`config.mk`:
```
export PLATFORM = sky130hd
export DESIGN_NAME = bank_row_sequencer
export DESIGN_NICKNAME = d
export VERILOG_FILES = /design/src/rtl/brs_pkg.sv /design/src/rtl/brs_window_ctr.sv /design/src/rtl/brs_bank_state.sv /design/src/rtl/brs_req_gate.sv /design/src/rtl/bank_row_sequencer.sv
export SDC_FILE = /design/constraint.sdc
export NUM_CORES = 1
export LEC_CHECK = 0
export BUFFER_PORTS_ARGS = -buffer_cell sky130_fd_sc_hd__buf_4
export CORE_ASPECT_RATIO = 0.7
export CORE_MARGIN = 3
export CORE_UTILIZATION = 64
export CTS_BUF_LIST = sky130_fd_sc_hd__clkbuf_4 sky130_fd_sc_hd__clkbuf_8
export CTS_CLUSTER_SIZE = 14
export DETAILED_ROUTE_END_ITERATION = 12
export GPL_TIMING_DRIVEN = 0
export PLACE_DENSITY = 0.94
export SYNTH_ARGS = -nofsm -noshare
export SYNTH_HDL_FRONTEND = slang
export SYNTH_SLANG_ARGS = --single-unit
```
`constraint.sdc`:
```
create_clock -name clk -period 6.7 [get_ports clk]
set_clock_uncertainty 0.15 [all_clocks]
set_input_delay 1.34 -clock clk [delete_from_list [all_inputs] [get_ports clk]]
set_output_delay 1.34 -clock clk [all_outputs]
set_load 0.02 [all_outputs]
```
`src/rtl/brs_pkg.sv`:
```
package brs_pkg;

    typedef enum logic [1:0] {
        CMD_ACT = 2'd0,
        CMD_RD  = 2'd1,
        CMD_WR  = 2'd2,
        CMD_PRE = 2'd3
    } brs_cmd_e;

    // window indices inside one bank
    localparam int WIN_RCD = 0;
    localparam int WIN_RAS = 1;
    localparam int WIN_RC  = 2;
    localparam int WIN_RP  = 3;
    localparam int NUM_WIN = 4;

endpackage

```
`src/rtl/brs_window_ctr.sv`:
```
module brs_window_ctr #(
    parameter int CNT_W = 4
) (
    input  logic             clk,
    input  logic             rst_n,
    input  logic             load,
    input  logic [CNT_W-1:0] load_val,
    output logic             expired
);

    typedef struct packed {
        logic [CNT_W-1:0] cnt;
    } ctr_st_t;

    ctr_st_t st_d, st_q;

    always_comb begin
        st_d = st_q;
        if (load) begin
            st_d.cnt = load_val;
        end else if (st_q.cnt != '0) begin
            st_d.cnt = st_q.cnt - CNT_W'(1);
        end
    end

    always_ff @(posedge clk or negedge rst_n) begin
        if (!rst_n) begin
            st_q <= '0;
        end else begin
            st_q <= st_d;
        end
    end

    assign expired = (st_q.cnt == '0);

endmodule

```
`src/rtl/brs_bank_state.sv`:
```
module brs_bank_state #(
    parameter int ROW_W = 10,
    parameter int CNT_W = 4,
    parameter int T_RCD = 3,
    parameter int T_RAS = 6,
    parameter int T_RP  = 3,
    parameter int T_RC  = 11
) (
    input  logic             clk,
    input  logic             rst_n,
    input  logic             act_go,
    input  logic             pre_go,
    input  logic [ROW_W-1:0] act_row,
    output logic             open_o,
    output logic [ROW_W-1:0] row_o,
    output logic             act_ok,
    output logic             rw_ok,
    output logic             pre_ok
);
    import brs_pkg::*;

    // a window of length T is loaded with T-1 so that the command
    // T edges after the opener is the first one allowed
    localparam int WIN_LOAD [NUM_WIN] = '{T_RCD - 1, T_RAS - 1, T_RC - 1, T_RP - 1};

    typedef struct packed {
        logic             open;
        logic [ROW_W-1:0] row;
    } bank_st_t;

    bank_st_t st_d, st_q;

    logic [NUM_WIN-1:0] win_load;
    logic [NUM_WIN-1:0] win_done;

    always_comb begin
        win_load          = '0;
        win_load[WIN_RCD] = act_go;
        win_load[WIN_RAS] = act_go;
        win_load[WIN_RC]  = act_go;
        win_load[WIN_RP]  = pre_go;
    end

    for (genvar w = 0; w < NUM_WIN; w++) begin : g_win
        brs_window_ctr #(
            .CNT_W (CNT_W)
        ) ctr_i (
            .clk      (clk),
            .rst_n    (rst_n),
            .load     (win_load[w]),
            .load_val (CNT_W'(WIN_LOAD[w])),
            .expired  (win_done[w])
        );
    end

    always_comb begin
        st_d = st_q;
        if (act_go) begin
            st_d.open = 1'b1;
            st_d.row  = act_row;
        end else if (pre_go) begin
            st_d.open = 1'b0;
        end
    end

    always_ff @(posedge clk or negedge rst_n) begin
        if (!rst_n) begin
            st_q <= '0;
        end else begin
            st_q <= st_d;
        end
    end

    assign open_o = st_q.open;
    assign row_o  = st_q.row;
    assign act_ok = !st_q.open && win_done[WIN_RP] && win_done[WIN_RC];
    assign rw_ok  = st_q.open && win_done[WIN_RCD];
    assign pre_ok = st_q.open && win_done[WIN_RAS];

endmodule

```
`src/rtl/brs_req_gate.sv`:
```
module brs_req_gate #(
    parameter int NUM_BANKS = 4,
    parameter int BANK_W    = 2
) (
    input  logic                 req_valid,
    input  logic [1:0]           req_cmd,
    input  logic [BANK_W-1:0]    req_bank,
    input  logic [NUM_BANKS-1:0] open_vec,
    input  logic [NUM_BANKS-1:0] act_ok_vec,
    input  logic [NUM_BANKS-1:0] rw_ok_vec,
    input  logic [NUM_BANKS-1:0] pre_ok_vec,
    output logic                 ready,
    output logic                 reject,
    output logic [NUM_BANKS-1:0] act_go,
    output logic [NUM_BANKS-1:0] pre_go,
    output logic                 rd_go,
    output logic                 wr_go
);
    import brs_pkg::*;

    brs_cmd_e cmd;
    logic     in_range;
    logic     sel_open;
    logic     sel_act_ok;
    logic     sel_rw_ok;
    logic     sel_pre_ok;
    logic     state_err;
    logic     time_ok;
    logic     accept;
    logic     issue;

    assign cmd = brs_cmd_e'(req_cmd);

    always_comb begin
        in_range   = 1'b0;
        sel_open   = 1'b0;
        sel_act_ok = 1'b0;
        sel_rw_ok  = 1'b0;
        sel_pre_ok = 1'b0;
        for (int b = 0; b < NUM_BANKS; b++) begin
            if (req_bank == BANK_W'(b)) begin
                in_range   = 1'b1;
                sel_open   = open_vec[b];
                sel_act_ok = act_ok_vec[b];
                sel_rw_ok  = rw_ok_vec[b];
                sel_pre_ok = pre_ok_vec[b];
            end
        end

        unique case (cmd)
            CMD_ACT: begin
                state_err = !in_range || sel_open;
                time_ok   = sel_act_ok;
            end
            CMD_RD, CMD_WR: begin
                state_err = !sel_open;
                time_ok   = sel_rw_ok;
            end
            default: begin
                state_err = !sel_open;
                time_ok   = sel_pre_ok;
            end
        endcase

        ready  = state_err || time_ok;
        accept = req_valid && ready;
        reject = accept && state_err;
        issue  = accept && !state_err;

        act_go = '0;
        pre_go = '0;
        for (int b = 0; b < NUM_BANKS; b++) begin
            if (req_bank == BANK_W'(b)) begin
                act_go[b] = issue && (cmd == CMD_ACT);
                pre_go[b] = issue && (cmd == CMD_PRE);
            end
        end
        rd_go = issue && (cmd == CMD_RD);
        wr_go = issue && (cmd == CMD_WR);
    end

endmodule

```
`src/rtl/bank_row_sequencer.sv`:
```
module bank_row_sequencer #(
    parameter int NUM_BANKS = 4,
    parameter int ROW_W     = 10,
    parameter int COL_W     = 7,
    parameter int T_RCD     = 3,
    parameter int T_RAS     = 6,
    parameter int T_RP      = 3,
    parameter int T_RC      = 11,
    localparam int BANK_W   = (NUM_BANKS > 1) ? $clog2(NUM_BANKS) : 1
) (
    input  logic                       clk,
    input  logic                       rst_n,
    input  logic                       req_valid,
    output logic                       req_ready,
    input  logic [1:0]                 req_cmd,
    input  logic [BANK_W-1:0]          req_bank,
    input  logic [ROW_W-1:0]           req_row,
    input  logic [COL_W-1:0]           req_col,
    output logic                       act_stb,
    output logic                       rd_stb,
    output logic                       wr_stb,
    output logic                       pre_stb,
    output logic                       err_stb,
    output logic [BANK_W-1:0]          iss_bank,
    output logic [ROW_W-1:0]           iss_row,
    output logic [COL_W-1:0]           iss_col,
    output logic [NUM_BANKS-1:0]       bank_open,
    output logic [NUM_BANKS*ROW_W-1:0] open_row
);

    localparam int T_MAX_A = (T_RCD > T_RAS) ? T_RCD : T_RAS;
    localparam int T_MAX_B = (T_RP > T_RC) ? T_RP : T_RC;
    localparam int T_MAX   = (T_MAX_A > T_MAX_B) ? T_MAX_A : T_MAX_B;
    localparam int CNT_W   = $clog2(T_MAX + 1);

    typedef struct packed {
        logic              act;
        logic              rd;
        logic              wr;
        logic              pre;
        logic              err;
        logic [BANK_W-1:0] bank;
        logic [ROW_W-1:0]  row;
        logic [COL_W-1:0]  col;
    } out_st_t;

    out_st_t out_d, out_q;

    logic [NUM_BANKS-1:0] open_vec;
    logic [NUM_BANKS-1:0] act_ok_vec;
    logic [NUM_BANKS-1:0] rw_ok_vec;
    logic [NUM_BANKS-1:0] pre_ok_vec;
    logic [NUM_BANKS-1:0] act_go;
    logic [NUM_BANKS-1:0] pre_go;
    logic                 rd_go;
    logic                 wr_go;
    logic                 reject;
    logic                 ready;

    brs_req_gate #(
        .NUM_BANKS (NUM_BANKS),
        .BANK_W    (BANK_W)
    ) gate_i (
        .req_valid  (req_valid),
        .req_cmd    (req_cmd),
        .req_bank   (req_bank),
        .open_vec   (open_vec),
        .act_ok_vec (act_ok_vec),
        .rw_ok_vec  (rw_ok_vec),
        .pre_ok_vec (pre_ok_vec),
        .ready      (ready),
        .reject     (reject),
        .act_go     (act_go),
        .pre_go     (pre_go),
        .rd_go      (rd_go),
        .wr_go      (wr_go)
    );

    for (genvar b = 0; b < NUM_BANKS; b++) begin : g_bank
        brs_bank_state #(
            .ROW_W (ROW_W),
            .CNT_W (CNT_W),
            .T_RCD (T_RCD),
            .T_RAS (T_RAS),
            .T_RP  (T_RP),
            .T_RC  (T_RC)
        ) bank_i (
            .clk     (clk),
            .rst_n   (rst_n),
            .act_go  (act_go[b]),
            .pre_go  (pre_go[b]),
            .act_row (req_row),
            .open_o  (open_vec[b]),
            .row_o   (open_row[b*ROW_W +: ROW_W]),
            .act_ok  (act_ok_vec[b]),
            .rw_ok   (rw_ok_vec[b]),
            .pre_ok  (pre_ok_vec[b])
        );
    end

    always_comb begin
        out_d     = out_q;
        out_d.act = |act_go;
        out_d.rd  = rd_go;
        out_d.wr  = wr_go;
        out_d.pre = |pre_go;
        out_d.err = reject;
        if (req_valid && ready) begin
            out_d.bank = req_bank;
            out_d.row  = req_row;
            out_d.col  = req_col;
        end
    end

    always_ff @(posedge clk or negedge rst_n) begin
        if (!rst_n) begin
            out_q <= '0;
        end else begin
            out_q <= out_d;
        end
    end

    assign req_ready = ready;
    assign act_stb   = out_q.act;
    assign rd_stb    = out_q.rd;
    assign wr_stb    = out_q.wr;
    assign pre_stb   = out_q.pre;
    assign err_stb   = out_q.err;
    assign iss_bank  = out_q.bank;
    assign iss_row   = out_q.row;
    assign iss_col   = out_q.col;
    assign bank_open = open_vec;

endmodule

```
==> results of run 1 <==
worst max-delay path: cells and delay by family, from the launching register on:
family | cells | cell delay (ns)
compound gates | 2 | 0.81
fa+ha+maj | 1 | 0.24
buf+inv | 2 | 0.26
flops | 1 | 0.37
simple gates | 3 | 1.22
routing by layer:
metal	share of wire, %	global-route usage (%)
met1	38	34.5
met5	0	0
met4	2.4	10.5
met2	51	48.9
met3	8.2	9.07
cell type report:
| class | count | area (um^2) | area share, % |
|---|---|---|---|
| Tap cell | 124 | 155 | 2.07 |
| Inverter | 45 | 169 | 2.26 |
| Sequential cell | 132 | 3300 | 44.1 |
| Buffer | 16 | 114 | 1.52 |
| Multi-Input combinational cell | 333 | 2640 | 35.3 |
| Clock inverter | 14 | 129 | 1.72 |
| Clock buffer | 18 | 248 | 3.31 |
| Timing Repair Buffer | 93 | 722 | 9.65 |
cells by family after synthesis:
logic type,after synthesis,synth area share (%)
and+or+nand+nor,153,13.9
DFF,132,53.0
AOI/OAI and AO/OA,67,7.23
muxes,67,12.8
buffers and inverters,61,4.54
adders and majority gates,29,5.82
xor gates and xnor gates,17,2.69
worst paths after layout:
| path | endpoint | from | slack, ns | cells after the start |
|---|---|---|---|---|
| worst max-delay path | req_ready | g_bank[0].bank_i.g_win[2].ctr_i.st_q[0] | 1.87 | 8 |
| worst min-delay path | g_bank[3].bank_i.g_win[2].ctr_i.st_q[2] | g_bank[3].bank_i.g_win[2].ctr_i.st_q[2] | 0.35 | 1 |
| worst max register to register | iss_col[0] | g_bank[0].bank_i.g_win[2].ctr_i.st_q[0] | 3.26 | 9 |
| worst min register to register | g_bank[3].bank_i.g_win[2].ctr_i.st_q[2] | g_bank[3].bank_i.g_win[2].ctr_i.st_q[2] | 0.35 | 1 |
| max in group asynchronous | g_bank[0].bank_i.g_win[0].ctr_i.st_q[0] | rst_n | 4.97 | 2 |
| min in group asynchronous | g_bank[2].bank_i.g_win[0].ctr_i.st_q[1] | rst_n | 0.70 | 1 |
synthesized netlist by cell type, types with 2 or more instances:
master      n  share of area, %
buf_4       9               1.1
ha_1       29               5.8
nand3_1     9              0.72
a211o_1     4              0.56
and4b_1     2              0.32
mux2_2     51               9.2
a32o_1      3              0.48
buf_2       4              0.32
nor2b_1     6              0.60
a21oi_1    34               2.7
nand2b_1    9              0.90
or3b_1      2              0.28
o211ai_1    8              0.96
and4_1      3              0.42
buf_6       2              0.36
mux2i_1     4              0.64
nor2_1     28               1.7
nor3b_1    15               1.8
or2_2       2              0.20
and2_1      6              0.60
nor3_1     20               1.6
or3_1      14               1.4
o21ai_0     8              0.64
nand2_1    22               1.3
mux2_4     10               2.4
inv_1      45               2.7
nand3b_1    5              0.60
and3_1      5              0.50
xnor2_1    16               2.2
dfrtp_1   132                53
cells in the final DEF, fill, tap and decap left out, types with 4 or more instances in the layout:
cell and count:
mux2i_1 4, inv_1 45, ha_1 29, nand2_1 22
o21ai_0 8, clkinvlp_4 6, nor3b_1 15, nor3_1 20
nand3b_1 5, mux2_2 51, buf_2 4, clkbuf_8 18
and3_1 5, a21oi_1 34, or3_1 14, nor2_1 28
xnor2_1 16, nand2b_1 9, nor2b_1 6, nand3_1 9
o211ai_1 8, dfrtp_1 132, and2_1 6, mux2_4 10
a211o_1 4, buf_4 100
power breakdown:
group | switching (mW) | leakage (nW) | total (mW) | internal [mW]
Combinational | 0.748 | 1.88 | 1.39 | 0.645
Clock | 0.333 | 0.174 | 0.638 | 0.305
Sequential | 0.229 | 1.65 | 1.33 | 1.10
Total | 1.31 | 3.70 | 3.36 | 2.05
sequential cells by signal, indices dropped and copies added, names as in the netlist:
| name | count |
|---|---|
| g_bank.bank_i.open_o | 4 |
| err_stb | 1 |
| act_stb | 1 |
| rd_stb | 1 |
| wr_stb | 1 |
| iss_bank | 2 |
| iss_col | 7 |
| g_bank.bank_i.g_win.ctr_i.st_q | 64 |
| iss_row | 10 |
| g_bank.bank_i.row_o | 40 |
| pre_stb | 1 |
stage by stage:
step,hold WS [ns],utilization [%],power [mW],std cells,worst slack [ns]
finish,0.351,80.9,3.36,775,1.87
global placement,0.327,76.5,2.54,742,2.02
floorplan,0.315,-,2.23,526,2.44
detailed placement,0.341,76.8,2.70,743,1.92
global route,0.370,80.9,3.56,775,1.69
CTS,0.350,80.9,3.36,775,1.89
==> results.md, run 1 <==
* Setup repair after global routing missed its margin: no
* Effective utilization at floorplan at 67.3%
* Placed standard-cell area at 0.00711 mm^2
* Syn Nets at 579
* # hold bufs at CTS at 0
* Combined area of all synthesized cells at 0.00623 mm^2
* Site Rows at 29
* Startpoint kind of the worst setup timing path: flip-flop
* Static leakage power at 3.70 nW
* Via count normalized by instance count at 6.01
* Slowest-stage cell, CP: nor3b_1
* Layout-stage area growth over the synthesis result at 20.1%
* Outcome: complete, no violations
* Detailed-routing iteration count for the pre-antenna-repair pass at 5
* Share of synthesized area occupied by flip-flops and latches at 53.0%
* Number of max-capacitance violations reported at 0
* Max transition margin at 45.6%
* Remaining number of nets flagged by the antenna check after routing at 0
* DRC violations left at 0
* Number of synthesized flops with an enable pin at 0
* Tightest Hold Check Type: flip-flop to flip-flop
* PortBufs at 92
* Critical path capture point type: output pin
* Starting DRC count in detailed routing at 426
* Final Hold Vio Count at 0
* Post-CTS Setup Inserts at 0
* Initial antenna violation count at 0
* Fmax achieved at 207 MHz
* Num ports at 93
* Sum of negative setup slack at 0 ns
* Time the worst path needs with I/O delays and setup at 4.83 ns
* Vias in the first global route at 4796
* Distinct cell type count of the synthesized netlist at 49
* Slew at the pin closest to its max-slew limit at 0.814 ns
* Die Y-Extent at 88.5 um
* Clock-pin transition on the worst setup and hold timing paths at 0.08 ns
* Final number of max-transition violations at 0
* Number of synthesis warnings at 0
* Final Net Count at 691
* Wire length reported by the detailed router at 15200 um
* Number of buffers inserted during clock tree synthesis at 17
* Final antenna diode count at 0
* Critical path start-end classification: flip-flop to output pin
* Async set-or-reset flop fraction in the synthesized netlist at 100%
* Summed area of non-filler cells in the final layout at 0.00748 mm^2
* Cells resized by post-CTS repair at 0
* Delay of the slowest cell on the worst path at 0.68 ns
* Core ar. at 0.00925 mm^2
* H-tree levels at 4
* TritonCTS clock tree: built
* Clock tree sinks at 132
* Global routing usage summed across all routing layers at 28.6%
* Setup violation total in the final timing report at 0
* First-pass GRT wire length at 23700 um
* Synthesis-stage register bit count at 132
* Fill cell total of the finished layout at 503
* Critical path arrival at 3.34 ns
* Layout cell share with drive strength beyond 1 at 32.6%
* Mapped Cells at 526
* Power density of the placed cells at 449 mW/mm^2
* Full die area at 0.0110 mm^2
* X dimension of the die at 124 um
* Largest driver fanout on the critical path at 8
* Detailed-route via count at 4660
* Final weighted congestion in routability-driven placement at 0.810
* Root Buffer Master: clkbuf_8
* Worst Path Required at 5.21 ns
* Final Cycle Share at 72.1%
* Largest buffer count on any clock path at 2
* Largest net degree at the start of global routing at 78
* Crit-path cells: inv_1, ha_1, nor3b_1, and3_1, o221ai_1, a31oi_1, or2_2, buf_4
* Post-DP HPWL at 10900 um
* Worst VDD drop at 0.000286 V
* Global route total overflow at 0
* Top FF cell, synth: dfrtp_1
* Insertion delay of the later-clocked pin in the worst-skew pair at 0.45 ns
* Mean Syn Cell Area at 11.8 um^2
* Routed WL per cell at 19.7 um
No activity file was read; power rests on OpenSTA's default activity.
==> run 2: changes to the inputs <==
--- a/config.mk
+++ b/config.mk
@@ -5,15 +5,16 @@
 export SDC_FILE = /design/constraint.sdc
 export NUM_CORES = 1
 export LEC_CHECK = 0
+export ABC_AREA = 1
 export BUFFER_PORTS_ARGS = -buffer_cell sky130_fd_sc_hd__buf_4
 export CORE_ASPECT_RATIO = 0.7
 export CORE_MARGIN = 3
-export CORE_UTILIZATION = 64
+export CORE_UTILIZATION = 59
 export CTS_BUF_LIST = sky130_fd_sc_hd__clkbuf_4 sky130_fd_sc_hd__clkbuf_8
 export CTS_CLUSTER_SIZE = 14
 export DETAILED_ROUTE_END_ITERATION = 12
 export GPL_TIMING_DRIVEN = 0
-export PLACE_DENSITY = 0.94
+export PLACE_DENSITY = 0.88
 export SYNTH_ARGS = -nofsm -noshare
 export SYNTH_HDL_FRONTEND = slang
 export SYNTH_SLANG_ARGS = --single-unit
==> constraint.sdc (replaced) <==
create_clock -name clk -period 4.8 [get_ports clk]
set_clock_uncertainty 0.15 [all_clocks]
set_input_delay 0.96 -clock clk [delete_from_list [all_inputs] [get_ports clk]]
set_output_delay 0.96 -clock clk [all_outputs]
set_load 0.02 [all_outputs]
==> results.md, run 2 <==
* Top FF cell, synth: dfrtp_1
* Clock power share at 21.9%
* Global route total overflow at 0
* Distinct cell type count of the synthesized netlist at 31
* Layout cell share with drive strength beyond 1 at 18.8%
* Number of synthesis warnings at 0
* Detailed-route via count at 5041
* Clock-pin transition on the worst setup and hold timing paths at 0.07 ns
* DRC violations left at 0
* Critical path arrival at 2.50 ns
* Smallest hold slack at 0.306 ns
* Setup violation total in the final timing report at 0
* PortBufs at 92
* Critical path capture point type: output pin
* Outcome: complete, no violations
* TritonCTS clock tree: built
* Vias in the first global route at 5138
* Largest net degree at the start of global routing at 83
* # hold bufs at CTS at 0
* Effective utilization at floorplan at 61.9%
* Layout-stage area growth over the synthesis result at 21.6%
* Final number of max-transition violations at 0
* Worst reg-to-reg setup slack at 2.05 ns
* Commonest cells after routing, fill and taps aside: nand2_1, dfrtp_1, inv_1, buf_4, o21ai_0
* Final weighted congestion in routability-driven placement at 0.892
* Met3 wire len at 1000 um
* Critical path start-end classification: input pin to output pin
* Largest driver fanout on the critical path at 10
* P_sw at 1.82 mW
* Power density of the placed cells at 631 mW/mm^2
* Root Buffer Master: clkbuf_8
* Site Rows at 30
* Largest area contributor in the synthesized netlist: dfrtp_1
* Startpoint kind of the worst setup timing path: input pin
* Sum of negative setup slack at 0 ns
* Worst Path Required at 3.69 ns
* Detailed-routing iteration count for the pre-antenna-repair pass at 5
* Part of the total power dissipated in sequential elements at 38.0%
* Slew at the pin closest to its max-slew limit at 0.481 ns
* Insertion delay of the later-clocked pin in the worst-skew pair at 0.44 ns
* Internal power of the cells at 2.89 mW
* Setup repair after global routing missed its margin: no
* Mapped Cells at 688
* Area fraction in and, or, nand and nor cells after synthesis at 18.3%
* Clock tree sinks at 132
* Final Cycle Share at 75.3%
* Mux cell area share after synthesis at 0%
* Final core utilization at 75.2%
* Num ports at 93
* RR Startpoint: g_bank[1].bank_i.g_win[0].ctr_i.st_q[0]
* Core ar. at 0.00991 mm^2
* Most common cell after layout, fill and taps aside: nand2_1
* Full die area at 0.0117 mm^2
* Final Net Count at 853
* Largest buffer count on any clock path at 2
* Async set-or-reset flop fraction in the synthesized netlist at 100%
* Mean Syn Cell Area at 8.91 um^2
* Global routing usage summed across all routing layers at 26.1%
* Max transition margin at 67.9%
* Cells resized by post-CTS repair at 0
* Synthesis-stage register bit count at 132
* Top reg by flops: g_bank.bank_i.g_win.ctr_i.st_q
* Static leakage power at 4.00 nW
* Starting DRC count in detailed routing at 385
* Initial antenna violation count at 0
* Wire length reported by the detailed router at 14600 um
* Combined area of all synthesized cells at 0.00613 mm^2
* Xor and xnor area share after synthesis at 4.41%
* Dominant combinational cell family by area after synthesis: simple AND/OR/NAND/NOR gates
* H-tree levels at 4
* X dimension of the die at 128 um
* Leading post-synthesis cells by cell area: dfrtp_1, nand2_1, o21ai_0, inv_1, ha_1
* Number of synthesized flops with an enable pin at 0
* Library cell with the highest instance count after synthesis: nand2_1
* Final worst-path setup slack at 1.19 ns
* R2R depth at 15
* Post-DP HPWL at 10600 um
* Die Y-Extent at 91.3 um
* Met2 wire length at 7050 um
* List of most frequent post-synthesis cells: nand2_1, dfrtp_1, inv_1
* Worst VDD drop at 0.000353 V
* Final antenna diode count at 0
* Endpoint of the worst register-to-register path: g_bank[1].bank_i.row_o[0]
* Via count normalized by instance count at 5.36
* Fmax achieved at 277 MHz
* Portion of synthesized cell area occupied by the leading cell type at 53.9%
* Max FFs per register at 64
* Number of buffers inserted during clock tree synthesis at 17
* Remaining number of nets flagged by the antenna check after routing at 0
* Placed standard-cell area at 0.00701 mm^2
* Post-place setup slack at 1.22 ns
* Share of synthesized area occupied by flip-flops and latches at 53.9%
* Adder-cell area share of the yosys netlist at 5.92%
* Multi-input combinational cell area at 0.00230 mm^2
* Switching portion of total power at 38.6%
* Tightest Hold Check Type: input pin to async pin
* Combinational cell fraction of total power at 40.2%
* Number of max-capacitance violations reported at 0
* Post-CTS Setup Inserts at 0
* Sequential Area at 0.00330 mm^2
* Max layer used: met4
* Area fraction in compound gates after synthesis at 8.88%
* Routed WL per cell at 15.5 um
* Fill cell total of the finished layout at 643
* Final Hold Vio Count at 0
* First-pass GRT wire length at 24000 um
* Syn Nets at 741
* Time the worst path needs with I/O delays and setup at 3.61 ns
* Summed area of non-filler cells in the final layout at 0.00745 mm^2
* Wire length on met1 at 6300 um
## run 2: how the worst max path moves through the flow
stage,slack [ns],from,cells after the start,end
2_1_floorplan,1.72,req_bank[0],6,req_ready
3_3_place_gp,1.23,req_bank[0],8,req_ready
3_5_place_dp,1.22,req_bank[0],8,req_ready
4_1_cts,1.22,req_bank[0],8,req_ready
5_1_grt,1.06,g_bank[2].bank_i.g_win[1].ctr_i.st_q[0],10,req_ready
6_report,1.19,req_bank[0],8,req_ready
## run 2: cells by family after synthesis
| group | after synthesis |
|---|---|
| xor+xnor | 30 |
| flops | 132 |
| compound gates | 102 |
| buf+inv | 126 |
| fa+ha+maj | 29 |
| simple gates | 269 |
## run 2: routing by layer
metal	track usage, %	vias to the layer above
li1	-	2375
met1	34.5	2443
met2	40.6	190
met3	7.82	33
met4	10.1	0
met5	0	-
## run 2: per-stage QoR
step	power, mW	instances
final	4.71	941
after global routing	5.06	941
after CTS	4.72	941
after detailed placement	3.66	909
after global placement	3.48	908
after floorplan	3.06	688
## run 2: worst max-delay path, stage by stage
cell	delay, ns
buf_4	0.13
nor2_1	0.26
nand2_1	0.18
nand4_1	0.20
xor2_2	0.25
nand3_2	0.17
buf_6	0.19
buf_4	0.16
## run 2: final cells by class
type	count	share of cell area, %
sequential	132	44.3
multi-input combinational	430	30.8
timing repair buffer	93	9.68
inverter	104	5.24
clock buffer	20	3.52
clock inverter	12	2.42
tap	128	2.15
buffer	22	1.85
## run 2: power by group through the flow
stage	clock, mW	sequential (mW)	combinational, mW
2_1_floorplan	0	1.89	1.17
3_3_place_gp	0	1.77	1.71
3_5_place_dp	0	1.79	1.87
4_1_cts	1.04	1.78	1.90
5_1_grt	1.09	1.83	2.15
6_report	1.03	1.79	1.89
==> run 3: changes to the inputs <==
--- a/config.mk
+++ b/config.mk
@@ -9,12 +9,12 @@
 export BUFFER_PORTS_ARGS = -buffer_cell sky130_fd_sc_hd__buf_4
 export CORE_ASPECT_RATIO = 0.7
 export CORE_MARGIN = 3
-export CORE_UTILIZATION = 59
+export CORE_UTILIZATION = 53
 export CTS_BUF_LIST = sky130_fd_sc_hd__clkbuf_4 sky130_fd_sc_hd__clkbuf_8
 export CTS_CLUSTER_SIZE = 14
 export DETAILED_ROUTE_END_ITERATION = 12
 export GPL_TIMING_DRIVEN = 0
-export PLACE_DENSITY = 0.88
+export PLACE_DENSITY = 0.84
 export SYNTH_ARGS = -nofsm -noshare
 export SYNTH_HDL_FRONTEND = slang
 export SYNTH_SLANG_ARGS = --single-unit
==> constraint.sdc (replaced) <==
create_clock -name clk -period 3.2 [get_ports clk]
set_clock_uncertainty 0.15 [all_clocks]
set_input_delay 0.64 -clock clk [delete_from_list [all_inputs] [get_ports clk]]
set_output_delay 0.64 -clock clk [all_outputs]
set_load 0.02 [all_outputs]
==> results.md, run 3 (synthesis results as in run 2) <==
* P_sw at 2.71 mW
* Most common cell after layout, fill and taps aside: nand2_1
* Met2 track utilization from global routing at 36.5%
* Smallest hold slack at 0.291 ns
* Global-route track usage on met1 at 30.6%
* Most heavily used metal layer in global routing: met2
* Met3 routing resource usage after global routing at 6.17%
* Num ports at 93
* Global routing usage summed across all routing layers at 22.9%
* Worst VDD drop at 0.000494 V
* Top reg by flops: g_bank.bank_i.g_win.ctr_i.st_q
* Fill cell total of the finished layout at 819
* Final Cycle Share at 96.7%
* Worst Path Required at 2.41 ns
* Layout cell share with drive strength beyond 1 at 21.2%
* Remaining number of nets flagged by the antenna check after routing at 0
* Clock power share at 22.8%
* Slew at the pin closest to its max-slew limit at 0.513 ns
* PortBufs at 92
* Outcome: complete, no violations
* Clock-pin transition on the worst setup and hold timing paths at 0.08 ns
* TritonCTS clock tree: built
* Final number of max-transition violations at 0
* First-pass GRT wire length at 23100 um
* Critical path arrival at 2.30 ns
* Number of buffers inserted during clock tree synthesis at 17
* Post-DP HPWL at 10300 um
* Final weighted congestion in routability-driven placement at 0.868
* Final Hold Vio Count at 0
* Fmax achieved at 323 MHz
* Delay of the slowest cell on the worst path at 0.39 ns
* Detailed-route via count at 5081
* Critical path capture point type: output pin
* Bufs and invs on worst path at 3
* Number of max-capacitance violations reported at 0
* Sequential Area at 0.00330 mm^2
* Part of the total power dissipated in sequential elements at 37.3%
* Startpoint kind of the worst setup timing path: flip-flop
* Largest net degree at the start of global routing at 97
* Full die area at 0.0129 mm^2
* Static leakage power at 4.08 nW
* Site Rows at 32
* Multi-input combinational cell area at 0.00234 mm^2
* Max transition margin at 65.8%
* Layout-stage area growth over the synthesis result at 24.5%
* Global route total overflow at 0
* Wire length reported by the detailed router at 14700 um
* Slowest-stage cell, CP: dfrtp_1
* Routed WL per cell at 15.1 um
* Combinational cell fraction of total power at 40.0%
* Initial antenna violation count at 0
* Core ar. at 0.0111 mm^2
* Critical path start-end classification: flip-flop to output pin
* Clock tree sinks at 132
* Effective utilization at floorplan at 55.1%
* Vias in the first global route at 4840
* Total power at 7.23 mW
* Sum of negative setup slack at 0 ns
* Time the worst path needs with I/O delays and setup at 3.09 ns
* Final antenna diode count at 0
* Largest buffer count on any clock path at 2
* Detailed-routing iteration count for the pre-antenna-repair pass at 5
* Post-Place Cells at 934
* Finished Layout Cells at 975
* Largest driver fanout on the critical path at 7
* Insertion delay of the later-clocked pin in the worst-skew pair at 0.44 ns
* Internal power of the cells at 4.52 mW
* Commonest cells after routing, fill and taps aside: nand2_1, dfrtp_1, buf_4, inv_1, o21ai_0
* Tightest Hold Check Type: input pin to flip-flop
* Via count normalized by instance count at 5.21
* Most common cell type on the critical path: nand2_1
* H-tree levels at 4
* Crit-path cells: inv_1, ha_2, nand2_1, nor2_4, nand2_1, nand2_1, nand2_1, nor2_1, nand2_1, nand2_1, nand2_1, nand3_2, buf_8, buf_4
* Max FFs per register at 64
* Final Net Count at 862
* Setup violation total in the final timing report at 0
* Root Buffer Master: clkbuf_8
* Switching portion of total power at 37.4%
* Die Y-Extent at 96.0 um
* Starting DRC count in detailed routing at 386
* Kind of cell adding the most delay to the critical path: simple AND/OR/NAND/NOR gates
* X dimension of the die at 135 um
* Power density of the placed cells at 947 mW/mm^2
* DRC violations left at 0
## run 3: cell count changes in the layout (fill, tap and decap cells not counted), moves of 2 or more
cell / before / now
inv_1: 103 / 101
nor2_4: 0 / 3
nor2_1: 57 / 48
buf_4: 100 / 108
clkbuf_8: 18 / 20
nor2_2: 1 / 7
clkinvlp_4: 5 / 0
inv_2: 1 / 3
clkinv_2: 1 / 3
## run 3: metrics by stage
stage          setup slack (ns)  util (%)  cell area, um^2
6_report                  0.106      68.6             7630
5_1_grt                 -0.0178      68.6             7630
4_1_cts                  0.0130      67.6             7530
3_5_place_dp              0.235      63.3             7040
3_3_place_gp              0.263      63.0             7010
2_1_floorplan             0.760         -             6130
## run 3: final timing paths
path                                                               from                         to  slack (ns)  depth (start not counted)
worst max-delay path            g_bank[3].bank_i.g_win[2].ctr_i.st_q[1]                  req_ready        0.11                         14
worst min-delay path                                         req_col[3]                 iss_col[3]        0.29                          3
worst max register to register  g_bank[3].bank_i.g_win[2].ctr_i.st_q[1]  g_bank[0].bank_i.row_o[5]        0.54                         18
worst min register to register                               iss_col[2]                 iss_col[2]        0.33                          2
max in group asynchronous                                         rst_n  g_bank[0].bank_i.row_o[5]        1.59                          3
min in group asynchronous                                         rst_n  g_bank[3].bank_i.row_o[3]        0.51                          2
## run 3: final cells by class
cell class | instances | area share, %
Buffer | 22 | 1.85
Clock buffer | 23 | 3.90
Clock inverter | 9 | 2.28
Inverter | 104 | 5.12
Multi-Input combinational cell | 430 | 30.7
Sequential cell | 132 | 43.3
Tap cell | 153 | 2.51
Timing Repair Buffer | 102 | 10.4
## run 3: power groups by stage
| stage | registers (mW) | clock network, mW | logic, mW |
|---|---|---|---|
| 3_3_place_gp | 2.66 | 0 | 2.57 |
| 5_1_grt | 2.76 | 1.74 | 3.28 |
| 3_5_place_dp | 2.69 | 0 | 2.75 |
| 6_report | 2.70 | 1.65 | 2.89 |
| 2_1_floorplan | 2.84 | 0 | 1.75 |
| 4_1_cts | 2.67 | 1.66 | 2.80 |
## run 3: repair_timing
item,CTS,global route
pin swaps,0,2
endpoints found under the hold margin,36,0
gates resized for setup,2,15
hold buffers,1,0
setup endpoints to repair,1,1
setup buffers,0,8
## run 3: worst min-delay path: cells and delay by family
| kind | cells | cell delay (ns) |
|---|---|---|
| buf+inv | 1 | 0.08 |
| simple gates | 2 | 0.12 |
## run 3: layer usage
| layer | up-vias | share of wire (%) |
|---|---|---|
| met1 | 2495 | 44 |
| met5 | - | 0 |
| met4 | 0 | 2.1 |
| met2 | 160 | 49 |
| met3 | 30 | 5.5 |
| li1 | 2396 | - |
